### src/rtl/ne_pkg.sv
package ne_pkg;

  typedef enum logic [3:0] {
    K_POINT = 4'd10,
    K_SIGN  = 4'd11,
    K_CE    = 4'd12,
    K_CA    = 4'd13
  } ne_key_e;

  typedef struct packed {
    logic       dig;
    logic       pnt;
    logic       sgn;
    logic       ce;
    logic       ca;
    logic [3:0] val;
  } ne_cmd_t;

endpackage

### src/rtl/ne_key_decode.sv
module ne_key_decode
  import ne_pkg::*;
(
  input  logic       vld_i,
  input  logic [3:0] code_i,
  output ne_cmd_t    cmd_o
);

  always_comb begin
    cmd_o     = '0;
    cmd_o.val = code_i;
    if (vld_i) begin
      if (code_i <= 4'd9) cmd_o.dig = 1'b1;
      else begin
        case (code_i)
          K_POINT: cmd_o.pnt = 1'b1;
          K_SIGN:  cmd_o.sgn = 1'b1;
          K_CE:    cmd_o.ce  = 1'b1;
          K_CA:    cmd_o.ca  = 1'b1;
          default: ;
        endcase
      end
    end
  end

endmodule

### src/rtl/ne_operand_next.sv
module ne_operand_next
  import ne_pkg::*;
#(
  parameter int NDIG = 8,
  parameter int DW   = 4,
  localparam int VW  = NDIG * DW,
  localparam int CW  = $clog2(NDIG + 1),
  localparam int PW  = $clog2(NDIG)
) (
  input  ne_cmd_t         cmd_i,
  input  logic            fresh_i,
  input  logic [VW-1:0]   digits_i,
  input  logic [CW-1:0]   cnt_i,
  input  logic            pseen_i,
  input  logic [PW-1:0]   frac_i,
  input  logic            neg_i,
  output logic [VW-1:0]   digits_o,
  output logic [CW-1:0]   cnt_o,
  output logic            pseen_o,
  output logic [PW-1:0]   frac_o,
  output logic            neg_o,
  output logic            consume_o
);

  localparam logic [CW-1:0] CMAX = CW'(NDIG);

  logic          restart;
  logic [VW-1:0] b_digits;
  logic [CW-1:0] b_cnt;
  logic          b_pseen;
  logic [PW-1:0] b_frac;
  logic          b_neg;
  logic [VW-1:0] shifted;
  logic          accept;

  assign restart   = fresh_i & (cmd_i.dig | cmd_i.pnt);
  assign consume_o = cmd_i.dig | cmd_i.pnt | cmd_i.ce;

  assign b_digits = restart ? '0 : digits_i;
  assign b_cnt    = restart ? '0 : cnt_i;
  assign b_pseen  = restart ? 1'b0 : pseen_i;
  assign b_frac   = restart ? '0 : frac_i;
  assign b_neg    = restart ? 1'b0 : neg_i;

  for (genvar i = 0; i < NDIG; i++) begin : g_lane
    if (i == 0) begin : g_lsd
      assign shifted[DW-1:0] = cmd_i.val[DW-1:0];
    end else begin : g_up
      assign shifted[i*DW +: DW] = b_digits[(i-1)*DW +: DW];
    end
  end

  assign accept = (b_cnt < CMAX) &&
                  !((b_cnt == '0) && (cmd_i.val == 4'd0) && !b_pseen);

  always_comb begin
    digits_o = b_digits;
    cnt_o    = b_cnt;
    pseen_o  = b_pseen;
    frac_o   = b_frac;
    neg_o    = b_neg;
    if (cmd_i.ce) begin
      digits_o = '0;
      cnt_o    = '0;
      pseen_o  = 1'b0;
      frac_o   = '0;
      neg_o    = 1'b0;
    end else if (cmd_i.dig) begin
      if (accept) begin
        digits_o = shifted;
        cnt_o    = b_cnt + CW'(1);
        if (b_pseen) frac_o = b_frac + PW'(1);
      end
    end else if (cmd_i.pnt) begin
      if (!b_pseen) begin
        pseen_o = 1'b1;
        if (b_cnt == '0) cnt_o = CW'(1);
      end
    end else if (cmd_i.sgn) begin
      neg_o = ~b_neg;
    end
  end

endmodule

### src/rtl/ne_err_latch.sv
module ne_err_latch (
  input  logic clk,
  input  logic rst,
  input  logic clr_i,
  input  logic set_i,
  input  logic neg_i,
  output logic err_o,
  output logic neg_o
);

  always_ff @(posedge clk) begin
    if (rst || clr_i) begin
      err_o <= 1'b0;
      neg_o <= 1'b0;
    end else if (set_i && !err_o) begin
      err_o <= 1'b1;
      neg_o <= neg_i;
    end
  end

  assert_sticky_R9: assert property (@(posedge clk) disable iff (rst)
    (err_o && !clr_i) |=> (err_o && $stable(neg_o)));

endmodule

### src/rtl/ne_entry_reg.sv
module ne_entry_reg
  import ne_pkg::*;
#(
  parameter int NDIG = 8,
  parameter int DW   = 4,
  localparam int VW  = NDIG * DW,
  localparam int CW  = $clog2(NDIG + 1),
  localparam int PW  = $clog2(NDIG)
) (
  input  logic          clk,
  input  logic          rst,
  input  logic          key_vld_i,
  input  logic [3:0]    key_code_i,
  input  logic          new_entry_i,
  input  logic          err_set_i,
  input  logic          err_neg_i,
  output logic [VW-1:0] digits_o,
  output logic          neg_o,
  output logic          point_o,
  output logic [PW-1:0] frac_o,
  output logic          err_o,
  output logic          err_e_o
);

  ne_cmd_t       cmd;
  logic          pend_q;
  logic          fresh;
  logic [CW-1:0] cnt_q;
  logic [VW-1:0] n_digits;
  logic [CW-1:0] n_cnt;
  logic          n_pseen;
  logic [PW-1:0] n_frac;
  logic          n_neg;
  logic          consume;

  assign fresh = pend_q | new_entry_i;

  ne_key_decode u_dec (
    .vld_i  (key_vld_i),
    .code_i (key_code_i),
    .cmd_o  (cmd)
  );

  ne_operand_next #(.NDIG(NDIG), .DW(DW)) u_next (
    .cmd_i     (cmd),
    .fresh_i   (fresh),
    .digits_i  (digits_o),
    .cnt_i     (cnt_q),
    .pseen_i   (point_o),
    .frac_i    (frac_o),
    .neg_i     (neg_o),
    .digits_o  (n_digits),
    .cnt_o     (n_cnt),
    .pseen_o   (n_pseen),
    .frac_o    (n_frac),
    .neg_o     (n_neg),
    .consume_o (consume)
  );

  ne_err_latch u_err (
    .clk   (clk),
    .rst   (rst),
    .clr_i (cmd.ca),
    .set_i (err_set_i),
    .neg_i (err_neg_i),
    .err_o (err_o),
    .neg_o (err_e_o)
  );

  always_ff @(posedge clk) begin
    if (rst || cmd.ca) begin
      digits_o <= '0;
      cnt_q    <= '0;
      point_o  <= 1'b0;
      frac_o   <= '0;
      neg_o    <= 1'b0;
      pend_q   <= 1'b0;
    end else if (!err_o) begin
      digits_o <= n_digits;
      cnt_q    <= n_cnt;
      point_o  <= n_pseen;
      frac_o   <= n_frac;
      neg_o    <= n_neg;
      pend_q   <= fresh & ~consume;
    end
  end

  assert_clear_all_R8: assert property (@(posedge clk) disable iff (rst)
    (key_vld_i && key_code_i == 4'd13) |=>
      (digits_o == '0 && !neg_o && !point_o && frac_o == '0 && !err_o));

  assert_frozen_in_error_R9: assert property (@(posedge clk) disable iff (rst)
    (err_o && !(key_vld_i && key_code_i == 4'd13)) |=>
      ($stable(digits_o) && $stable(neg_o) && $stable(point_o) && $stable(frac_o)));

  assert_sign_keeps_digits_R6: assert property (@(posedge clk) disable iff (rst)
    (key_vld_i && key_code_i == 4'd11 && !err_o) |=>
      ($stable(digits_o) && $stable(point_o) && $stable(frac_o) && neg_o != $past(neg_o)));

  assert_second_point_R5: assert property (@(posedge clk) disable iff (rst)
    (key_vld_i && key_code_i == 4'd10 && point_o && !fresh && !err_o) |=>
      ($stable(digits_o) && $stable(frac_o) && point_o));

  assert_full_ignores_digit_R3: assert property (@(posedge clk) disable iff (rst)
    (key_vld_i && key_code_i <= 4'd9 && cnt_q == CW'(NDIG) && !fresh && !err_o) |=>
      $stable(digits_o));

  assert_unused_codes_R11: assert property (@(posedge clk) disable iff (rst)
    (key_vld_i && key_code_i >= 4'd14 && !new_entry_i && !err_set_i) |=>
      ($stable(digits_o) && $stable(neg_o) && $stable(point_o) && $stable(err_o)));

endmodule

### config.mk
export PLATFORM = sky130hd
export DESIGN_NAME = ne_entry_reg
export DESIGN_NICKNAME = d
export VERILOG_FILES = /design/src/rtl/ne_pkg.sv /design/src/rtl/ne_key_decode.sv /design/src/rtl/ne_operand_next.sv /design/src/rtl/ne_err_latch.sv /design/src/rtl/ne_entry_reg.sv
export SDC_FILE = /design/constraint.sdc
export NUM_CORES = 1
export LEC_CHECK = 0
export BUFFER_PORTS_ARGS = -buffer_cell sky130_fd_sc_hd__buf_2
export CORE_MARGIN = 4
export CORE_UTILIZATION = 40
export DETAILED_ROUTE_END_ITERATION = 10
export PLACE_DENSITY = 0.72
export SYNTH_ARGS = -nofsm -noshare
export SYNTH_HDL_FRONTEND = slang
export SYNTH_HIERARCHICAL = 1
export SYNTH_SLANG_ARGS = --single-unit
### constraint.sdc
create_clock -name clk -period 2.8 [get_ports clk]
set_clock_uncertainty 0.05 [all_clocks]
set_input_delay 0.42 -clock clk [delete_from_list [all_inputs] [get_ports clk]]
set_output_delay 0.42 -clock clk [all_outputs]
set_load 0.1 [all_outputs]
# Yosys cells after proc, flatten, opt, wreduce, memory -nomap -nowiden
# Cells that the tools add are included.
# word_totals
reg_bits,44
latchBits,0
ramBits,0
romBits,0
in_bits,10
out_inout_bits,39
word_cells,65
mem_count,0
# classes
add_sub_neg,2
mul,0
n_div,0
order_cmp,2
eq_ne,4
n_shift,0
mux,32
bitwise,7
n_reduce_logical,10
# ops
op,n
$mux 32,4
$mux 4,8
$eq 4x4->1 const B,4
$mux 3,5
$mux 1,14
$logic_not 4->1,2
$mux 5,1
$add 4x1->4 const B,1
$le 4x4->1 const B,1
$logic_and 1x1->1,4
$lt 4x4->1 const B,1
$add 3x1->3 const B,1
$logic_not 1->1,3
$or 1x1->1,3
$and 1x1->1,2
$not 1->1,2
$logic_or 1x1->1,1

# Depth between registers and ports, before layout
# Gate-level depths: netlist of run 1.
# logic_depth
depth_word,15
mapped_depth,13
ltp_nobuf,11

# Modules after synthesis
# The synthesis of run 1 kept the hierarchy.
# modules_own_cells
mod,n_inst,cells_per_inst,area_each_um2,seq_area_each_um2
ne_entry_reg,1,140,1555.2,840.8
ne_operand_next,1,166,892.1,0.0
ne_key_decode,1,12,85.1,0.0
ne_err_latch,1,7,82.6,40.0

# Worst setup path after synthesis of run 1
# Ideal clock, no wire load.
# synth_path
kind,input port to flip-flop
start,input port key_code_i[0]
end,register digits_o[3]
setup_ns,0.068
arrival_time_ns,2.491
required_time_ns,2.682
path_slack_ns,0.191
path_stages,12
path_buffers,2
cell_sequence,nor4b_1 o21ai_0 buf_4 nand2_1 ha_1 inv_1 o311ai_4 buf_6 nand3_2 a21oi_2 mux2i_1 nor2_1
# synth_between
elab_chain_cells,15
word_cells_on_any_way,27
# synth_rtl
item,line_no,text
"start, declared",ne_entry_reg.sv:13,"input logic [3:0] key_code_i,"
branches (longest 14 deep; another with $le 4x4->1),-,
$mux 32 (*),ne_operand_next.sv:62,if (cmd_i.ce) begin
net n_digits[3],ne_entry_reg.sv:29,logic [VW-1:0] n_digits;
"end signal, assigned",ne_entry_reg.sv:79,digits_o <= n_digits;
"end, declared",ne_entry_reg.sv:17,"output logic [VW-1:0] digits_o,"
# Mark *: on every way through the listed nets, which the timed path passes.
# A chain may end at the register's enable or synchronous reset.

==> results.sh, run 1 <==
export IMPL_p_leak_uw=0.00129
export IMPL_wl_um=6250
export IMPL_ys_warn_count=6
export IMPL_critical_path_cell_chain="buf_2 > nand2_1 > nor4b_1 > o21ai_0 > nand2_1 > ha_1 > inv_1 > o311ai_4 > buf_4 > nand2_1 > a21oi_1 > mux2i_1 > nor2_1"
export IMPL_cp_slowest_stage_delay_ns=0.35
export IMPL_cts_buffers=5
export IMPL_antenna_found_initial=0
export IMPL_async_flop_share_pct=0
export IMPL_seq_area_frac_synth_pct=33.7
export IMPL_start_kind="primary input"
export IMPL_grt_pass1_vias=2108
export IMPL_antenna_cells=0
export IMPL_required_ns=2.99
export IMPL_crit_arrival_ns=2.77
export IMPL_drc=0
export IMPL_vias=2301
export IMPL_utilization_pct=46.8
export IMPL_post_route_min_period_ns=2.58
export IMPL_syn_num_nets=338
export IMPL_slowest_stage="o311ai_4"
export IMPL_grt_pass1_wl_um=9850
export IMPL_placed_cell_area_sq_um=2860
export IMPL_grt_overflow=0
export IMPL_post_route_period_util_pct=92.3
export IMPL_hp_class="in -> reg"
export IMPL_netlist_area_sq_um=2620
export IMPL_avgSynthCellArea_sq_um=8.05
export IMPL_drtAntennaViolNets=0
export IMPL_io_pins=49
export IMPL_postLayoutCellArea_sq_um=2970
export IMPL_worstPathBufferInverterCount=3
export IMPL_worstSetupEndpointType="register"
export IMPL_vdd_ir_drop_max_v=0.000230
export IMPL_crit_fanout=18
export IMPL_slew_headroom_pct=50.8
export IMPL_worst_slack_ns=0.216
export IMPL_drv_cap=0
export IMPL_firstDrtPassIters=4
export IMPL_slew_violations=0
export IMPL_total_power_uw=1380
export IMPL_setup_viol_count_final=0
export IMPL_worst_slew_pin_slew_ns=0.739
export IMPL_cts_buffer_depth=2
export IMPL_cts_hold_buf=0
export IMPL_ctsResizeCount=0
export IMPL_dp_cells=438
export IMPL_nets=381
export IMPL_synth_cells=325
export IMPL_start_util_pct=41.2
export IMPL_cts_htree_levels=2
export IMPL_dieArea_sq_um=7900
export IMPL_track_usage_pct=15.6
export IMPL_dr_first_iter_drc_count=158
export IMPL_ys_ff_latch=44
export IMPL_place_gp_congestion=0.856
export IMPL_worstSetupPathType="in -> reg"
export IMPL_ys_flop_type="dfxtp_1"
export IMPL_synth_cell_types=42
export IMPL_post_cts_setup_buffers=0
export IMPL_dp_hpwl_um=4080
export IMPL_die_y_um=88.9
export IMPL_fillers=631
export IMPL_grt_start_max_net_pins=46
export IMPL_post_place_ws_ns=-0.00908
export IMPL_instances_no_fill=446
export IMPL_cp_top_family="compound AO/OA/AOI/OAI gates"
export IMPL_clock_sinks=44
export IMPL_grt_setup_unrepaired="no"
export IMPL_path_common_cell="nand2_1"
export IMPL_clock_latency_ns=0.30
export IMPL_cts_tree="done"
export IMPL_rows=29
export IMPL_portBuffers=48
export IMPL_status="complete, no violations"
export IMPL_p_per_area_nw_per_um2=465
export IMPL_final_layout_size_suffix_gt1_share_pct=25.2
export IMPL_cts_root_buffer="clkbuf_8"
export IMPL_synth_edff_count=0
export IMPL_area_growth_pct=13.6
export IMPL_die_w_um=88.9
export IMPL_path_clk_slew_ns=0.09
export IMPL_wl_per_cell_um=14.0
export IMPL_core_area_sq_um=6350
export IMPL_fmax_mhz=387
export IMPL_hold_viol=0
export IMPL_drt_vias_per_instance=5.16
-- cell type report --
type | instances | area (sq um) | share of cell area (%)
clock buffers | 5 | 68.8 | 2.32
clock inverters | 3 | 46.3 | 1.56
inverters | 8 | 30.0 | 1.01
multi-input cells | 247 | 1490 | 50.1
flip-flops and latches | 44 | 882 | 29.7
well taps | 77 | 96.3 | 3.24
repair buffers | 62 | 358 | 12.0
-- metal layers --
metal  part of all wire, %  global-route usage, %  up-vias
li1                      -                      -     1174
met1                    48                   20.9     1074
met2                    46                   25.3       46
met3                   4.4                   3.45        7
met4                   1.2                   4.26        0
met5                     0                      0        -
-- Yosys cell counts (all sizes together) (2+ instances only) --
cell / count / area, sq um
nor2: 48 / 180
nand2b: 2 / 12.5
or2: 2 / 12.5
dfxtp: 44 / 881
or3: 3 / 23.8
nand2: 69 / 259
nand4: 2 / 12.5
nor3: 5 / 30.0
a21oi: 37 / 215
o21ai: 2 / 10.0
nor2b: 2 / 20.0
inv: 8 / 30.0
ha: 3 / 37.5
and2: 3 / 20.0
buf: 21 / 195
nand3: 9 / 50.1
nor3b: 2 / 15.0
clkbuf: 5 / 18.8
and3: 2 / 13.8
mux2i: 44 / 440
-- state kept, by name, summed over array words and instances (netlist names) --
register and count:
cnt_q 4, point_o 1, pend_q 1, u_err/neg_o 1
frac_o 3, digits_o 32, u_err/err_o 1, neg_o 1
-- through the flow --
step / hold WS [ns] / TNS (ns)
3_3_place_gp: 0.401 / 0
6_report: 0.261 / 0
2_1_floorplan: 0.391 / 0
4_1_cts: 0.257 / 0
3_5_place_dp: 0.408 / -0.0142
5_1_grt: 0.271 / 0
-- placed cells by master, fill, tap and decap left out, types with 2 or more instances in the layout --
cell	instances
a21oi_1	29
a21oi_2	8
and2_1	2
buf_2	48
buf_4	13
clkbuf_8	5
dfxtp_1	43
ha_1	3
inv_1	8
mux2i_1	44
nand2_1	69
nand2b_1	2
nand3_1	8
nand4_1	2
nor2_1	48
nor3_1	4
nor3b_1	2
o21ai_0	2
or3_1	2
-- power by group --
| part | total [uW] | internal, uW | switching, uW |
|---|---|---|---|
| clock network | 509 | 269 | 240 |
| logic | 229 | 71.6 | 158 |
| registers | 642 | 635 | 7.57 |
-- cells by family (layout without fill, tap and decap cells) --
family	after synthesis	count (layout)	synth area share, %
buffers and inverters	34	78	9.33
DFF	44	44	33.7
and+or+nand+nor	152	152	26.1
xor gates and xnor gates	1	1	0.335
muxes	44	44	16.8
AOI/OAI and AO/OA	47	47	12.3
adders and majority gates	3	3	1.44
-- final timing paths --
| path | from | end | slack [ns] | cells past startpoint |
|---|---|---|---|---|
| max | key_code_i[3] | digits_o[14]$_SDFFE_PP0N_ | 0.22 | 13 |
| min | rst | u_err/neg_o$_SDFFE_PP0P_ | 0.26 | 2 |
| max reg2reg | pend_q$_SDFFE_PP0N_ | digits_o[13]$_SDFFE_PP0N_ | 0.34 | 11 |
| min reg2reg | pend_q$_SDFFE_PP0N_ | pend_q$_SDFFE_PP0N_ | 0.42 | 2 |
No activity file was read; power rests on OpenSTA's default activity.
==> run 2, diff against run 1 <==
--- a/config.mk
+++ b/config.mk
@@ -5,11 +5,11 @@
 export SDC_FILE = /design/constraint.sdc
 export NUM_CORES = 1
 export LEC_CHECK = 0
-export BUFFER_PORTS_ARGS = -buffer_cell sky130_fd_sc_hd__buf_2
-export CORE_MARGIN = 4
+export CORE_MARGIN = 2
 export CORE_UTILIZATION = 40
 export DETAILED_ROUTE_END_ITERATION = 10
-export PLACE_DENSITY = 0.72
+export DONT_BUFFER_PORTS = 1
+export PLACE_DENSITY = 0.65
 export SYNTH_ARGS = -nofsm -noshare
 export SYNTH_HDL_FRONTEND = slang
 export SYNTH_HIERARCHICAL = 1
==> run 2 against run 1 <==
  * Global-route usage increased by 1.5 points
  * Total power increased by 1.0%
  * Register-to-register slack improved by 0.07 ns
  * Hold slack got worse by 0.14 ns
  * First-iteration DRC count increased by 3.2%
  * Design area increased by 1.5%
  * Flip-flop and latch count unchanged
  * Routed wire length decreased by 1.7%
  * Setup slack improved by 0.097 ns
  * Critical path type unchanged
  * Largest cell class unchanged
==> results.sh, run 2 (synthesized netlist as in run 1, its figures left out) <==
export IMPL_drc=0
export IMPL_total_power_uw=1390
export IMPL_wl_um=6140
export IMPL_track_usage_pct=17.1
export IMPL_cts_buffer_depth=2
export IMPL_hp_class="in -> reg"
export IMPL_slew_violations=0
export IMPL_path_clk_slew_ns=0.09
export IMPL_worstPathBufferInverterCount=2
export IMPL_io_pins=49
export IMPL_die_y_um=84.9
export IMPL_p_per_area_nw_per_um2=463
export IMPL_final_layout_size_suffix_gt1_share_pct=22.5
export IMPL_start_util_pct=41.2
export IMPL_clock_latency_ns=0.30
export IMPL_postLayoutCellArea_sq_um=3020
export IMPL_worst_slew_pin_slew_ns=0.954
export IMPL_core_area_sq_um=6350
export IMPL_post_cts_setup_buffers=0
export IMPL_cts_buffers=5
export IMPL_largest_register_ffs=32
export IMPL_crit_fanout=14
export IMPL_start_kind="primary input"
export IMPL_placed_cell_area_sq_um=2890
export IMPL_post_place_ws_ns=0.0996
export IMPL_setup_viol_count_final=0
export IMPL_die_w_um=84.9
export IMPL_drv_cap=0
export IMPL_grt_overflow=0
export IMPL_vdd_ir_drop_max_v=0.000255
export IMPL_dieArea_sq_um=7200
export IMPL_post_route_min_period_ns=2.49
export IMPL_required_ns=3.00
export IMPL_drtAntennaViolNets=0
export IMPL_firstDrtPassIters=5
export IMPL_portBuffers=0
export IMPL_rows=29
export IMPL_fmax_mhz=402
export IMPL_area_growth_pct=15.3
export IMPL_cts_tree="done"
export IMPL_vias=2324
export IMPL_cts_root_buffer="clkbuf_8"
export IMPL_worst_slack_ns=0.312
export IMPL_critical_path_cell_chain="nand2_1 > nor4b_1 > o21ai_0 > nand2_1 > ha_1 > inv_1 > o311ai_4 > buf_4 > nand2_1 > a21oi_2 > mux2i_1 > nor2_1"
export IMPL_wl_per_cell_um=14.2
export IMPL_final_cell_mix="69 x nand2_1, 48 x nor2_1, 47 x buf_4"
export IMPL_cp_slowest_stage_delay_ns=0.41
export IMPL_worstSetupPathType="in -> reg"
export IMPL_reg_top3="digits_o: 32 flops, cnt_q: 4 flops, frac_o: 3 flops"
export IMPL_cts_hold_buf=0
export IMPL_final_common_cell="nand2_1"
export IMPL_ctsResizeCount=0
export IMPL_place_gp_congestion=0.935
export IMPL_grt_pass1_vias=2143
export IMPL_worstSetupEndpointType="register"
export IMPL_path_common_cell="nand2_1"
export IMPL_grt_setup_unrepaired="no"
export IMPL_grt_start_max_net_pins=43
export IMPL_slowest_stage="nor4b_1"
export IMPL_hold_viol=0
export IMPL_nets=368
export IMPL_grt_pass1_wl_um=10100
export IMPL_cts_htree_levels=2
export IMPL_dp_hpwl_um=4030
export IMPL_crit_arrival_ns=2.68
export IMPL_clock_sinks=44
export IMPL_antenna_cells=0
export IMPL_regMostFlops="digits_o"
export IMPL_whs_ns=0.121
export IMPL_cp_top_family="compound AO/OA/AOI/OAI gates"
export IMPL_drt_vias_per_instance=5.37
export IMPL_post_route_period_util_pct=88.8
export IMPL_dr_first_iter_drc_count=163
export IMPL_antenna_found_initial=0
export IMPL_slew_headroom_pct=36.3
export IMPL_status="complete, no violations"
export IMPL_fin_setup_tns_ns=0
export IMPL_p_leak_uw=0.00125
run 2: cell types whose count changed in the layout (fill, tap and decap cells not counted):
cell,previous run,this run
inv_6,1,0
buf_2,48,0
clkinvlp_4,1,0
buf_4,13,47
clkbuf_8,5,6
dfxtp_4,0,1
dfxtp_2,1,0
buf_12,1,2
clkinv_4,0,1
run 2: final timing paths:
check,from,end,slack (ns),depth (start not counted)
setup / recovery,key_vld_i,digits_o[23]$_SDFFE_PP0N_,0.31,12
hold / removal,rst,u_err/err_o$_SDFFE_PP0P_,0.12,1
setup reg to reg,pend_q$_SDFFE_PP0N_,cnt_q[2]$_SDFFE_PP0N_,0.41,11
hold reg to reg,pend_q$_SDFFE_PP0N_,pend_q$_SDFFE_PP0N_,0.42,2
run 2: layout make-up:
class,count,area (sq um)
inverters,8,30.0
well taps,77,96.3
multi-input cells,247,1490
clock buffers,6,82.6
flip-flops and latches,44,885
fillers,613,3330
clock inverters,2,38.8
repair buffers,49,393
run 2: where the power goes:
part           internal [uW]  total (uW)  switching [uW]
Clock                    292         529             237
Sequential               634         662            28.1
Combinational           70.4         204             134
Total                    997        1390             398
run 2: metrics by stage:
| step | cells | util, % |
|---|---|---|
| detailed placement | 425 | 45.6 |
| floorplan | 325 | - |
| global placement | 425 | 45.6 |
| CTS | 433 | 47.5 |
| finish | 433 | 47.5 |
| global route | 433 | 47.5 |
run 2: per-layer routing:
metal	global-route usage (%)	vias to the layer above	part of all wire, %
met5	0	-	0
met4	5.19	0	1.5
met3	4.47	10	6.6
met2	28.0	66	46
met1	22.3	1104	46
li1	-	1144	-
==> run 3, diff against run 2 <==
--- a/config.mk
+++ b/config.mk
@@ -9,7 +9,7 @@
 export CORE_UTILIZATION = 40
 export DETAILED_ROUTE_END_ITERATION = 10
 export DONT_BUFFER_PORTS = 1
-export PLACE_DENSITY = 0.65
+export PLACE_DENSITY_LB_ADDON = 0.2
 export SYNTH_ARGS = -nofsm -noshare
 export SYNTH_HDL_FRONTEND = slang
 export SYNTH_HIERARCHICAL = 1
==> run 3 against run 2 <==
  * Utilization is 0.16 points higher
  * Cell count shrank 0.46%
  * Combinational power increased by 4%
  * Maximum frequency decreased by 1.1%
  * Critical path depth did not move
  * Hold slack better by 0.00051 ns
  * Die area unchanged
  * Sequential power is 1% lower
==> results.sh, run 3 (synthesized netlist as in run 1, its figures left out) <==
export IMPL_multiInputGateArea_sq_um=1490
export IMPL_final_common_cell="nand2_1"
export IMPL_cts_hold_buf=0
export IMPL_slew_headroom_pct=36.3
export IMPL_critical_path_cell_chain="nand2_1 > nor4b_1 > o21ai_0 > nand2_1 > ha_1 > inv_1 > o311ai_4 > buf_12 > nor2_1 > a32o_1 > mux2i_1 > nor2_1"
export IMPL_final_cell_mix="69 x nand2_1, 48 x nor2_1, 44 x mux2i_1"
export IMPL_setup_viol_count_final=0
export IMPL_worst_slack_ns=0.284
export IMPL_cts_root_buffer="clkbuf_8"
export IMPL_crit_fanout=34
export IMPL_area_growth_pct=15.7
export IMPL_firstDrtPassIters=4
export IMPL_fmax_mhz=397
export IMPL_wl_per_cell_um=14.1
export IMPL_regMostFlops="digits_o"
export IMPL_grt_overflow=0
export IMPL_dp_hpwl_um=3850
export IMPL_dr_first_iter_drc_count=128
export IMPL_cts_htree_levels=2
export IMPL_seq_area_sq_um=885
export IMPL_die_w_um=84.9
export IMPL_drc=0
export IMPL_wl_um=6090
export IMPL_post_cts_setup_buffers=0
export IMPL_slowest_stage="nor4b_1"
export IMPL_final_layout_size_suffix_gt1_share_pct=22.0
export IMPL_fin_setup_tns_ns=0
export IMPL_dieArea_sq_um=7200
export IMPL_worstSetupPathType="in -> reg"
export IMPL_fillers=636
export IMPL_portBuffers=0
export IMPL_drv_cap=0
export IMPL_largest_register_ffs=32
export IMPL_grt_pass1_vias=2027
export IMPL_reg_top3="digits_o: 32 flops, cnt_q: 4 flops, frac_o: 3 flops"
export IMPL_status="complete, no violations"
export IMPL_ctsResizeCount=0
export IMPL_nets=366
export IMPL_reg2reg_setup_slack_ns=0.41
export IMPL_clock_sinks=44
export IMPL_grt_setup_unrepaired="no"
export IMPL_drt_vias_per_instance=5.14
export IMPL_vdd_ir_drop_max_v=0.000228
export IMPL_cts_buffer_depth=2
export IMPL_drtAntennaViolNets=0
export IMPL_post_place_ws_ns=0.0271
export IMPL_crit_arrival_ns=2.65
export IMPL_path_clk_slew_ns=0.08
export IMPL_antenna_found_initial=0
export IMPL_grt_start_max_net_pins=44
export IMPL_clock_latency_ns=0.30
export IMPL_worstPathBufferInverterCount=2
export IMPL_cts_buffers=5
export IMPL_core_area_sq_um=6350
export IMPL_required_ns=2.93
export IMPL_place_gp_congestion=0.850
export IMPL_cts_tree="done"
export IMPL_grt_pass1_wl_um=10000
export IMPL_hp_class="in -> reg"
export IMPL_io_pins=49
export IMPL_p_leak_uw=0.00124
export IMPL_post_route_min_period_ns=2.52
export IMPL_rows=29
export IMPL_die_y_um=84.9
export IMPL_p_per_area_nw_per_um2=461
export IMPL_vias=2216
export IMPL_track_usage_pct=17.3
export IMPL_post_route_period_util_pct=89.9
export IMPL_hold_viol=0
export IMPL_worst_slew_pin_slew_ns=0.954
export IMPL_cp_top_family="compound AO/OA/AOI/OAI gates"
export IMPL_worstSetupEndpointType="register"
export IMPL_slew_violations=0
export IMPL_start_util_pct=41.2
export IMPL_cp_slowest_stage_delay_ns=0.43
export IMPL_whs_ns=0.121
export IMPL_antenna_cells=0
export IMPL_start_kind="primary input"
[run 3: worst register-to-register path, cell delays in order (launching register included)]
cell	delay, ns
dfxtp_1	0.32
or2_2	0.36
o21ai_0	0.21
nand2_1	0.13
ha_1	0.25
inv_1	0.14
o311a_2	0.33
buf_12	0.17
nand2_1	0.06
a21oi_1	0.14
mux2i_1	0.08
nor2_1	0.10
[run 3: area by class of cell]
cell class,count,area share [%]
Multi-Input combinational cell,247,49.3
Clock buffer,6,2.73
Sequential cell,44,29.2
Clock inverter,2,1.28
Inverter,8,0.993
Timing Repair Buffer,47,13.3
Tap cell,77,3.18
[run 3: path summary, 6_finish.rpt]
kind	startpoint	end	cells after the start
worst min-delay path	rst	u_err/err_o$_SDFFE_PP0P_	1
worst min register to register	pend_q$_SDFFE_PP0N_	pend_q$_SDFFE_PP0N_	2
worst max-delay path	key_vld_i	cnt_q[3]$_SDFFE_PP0N_	12
worst max register to register	pend_q$_SDFFE_PP0N_	digits_o[7]$_SDFFE_PP0N_	11
[run 3: power by group]
group / leakage [uW] / total, uW / switching, uW / internal, uW
clock: 0.0000614 / 527 / 235 / 292
sequential: 0.000356 / 654 / 19.9 / 634
combinational: 0.000827 / 213 / 141 / 71.9
total: 0.00124 / 1390 / 396 / 998
[run 3: stage by stage]
stage | cells | total power, uW | instance area [sq um] | utilization [%]
floorplan | 325 | 851 | 2620 | -
global placement | 423 | 882 | 2900 | 45.7
detailed placement | 423 | 882 | 2900 | 45.7
CTS | 431 | 1410 | 3030 | 47.6
global route | 431 | 1460 | 3030 | 47.6
finish | 431 | 1390 | 3030 | 47.6
[run 3: layer usage]
layer	vias to the layer above	routed length (um)	track usage (%)
met5	-	0	0
met3	11	369	5.25
met2	46	2660	26.2
li1	1136	-	-
met4	0	129	6.78
met1	1023	2940	23.1
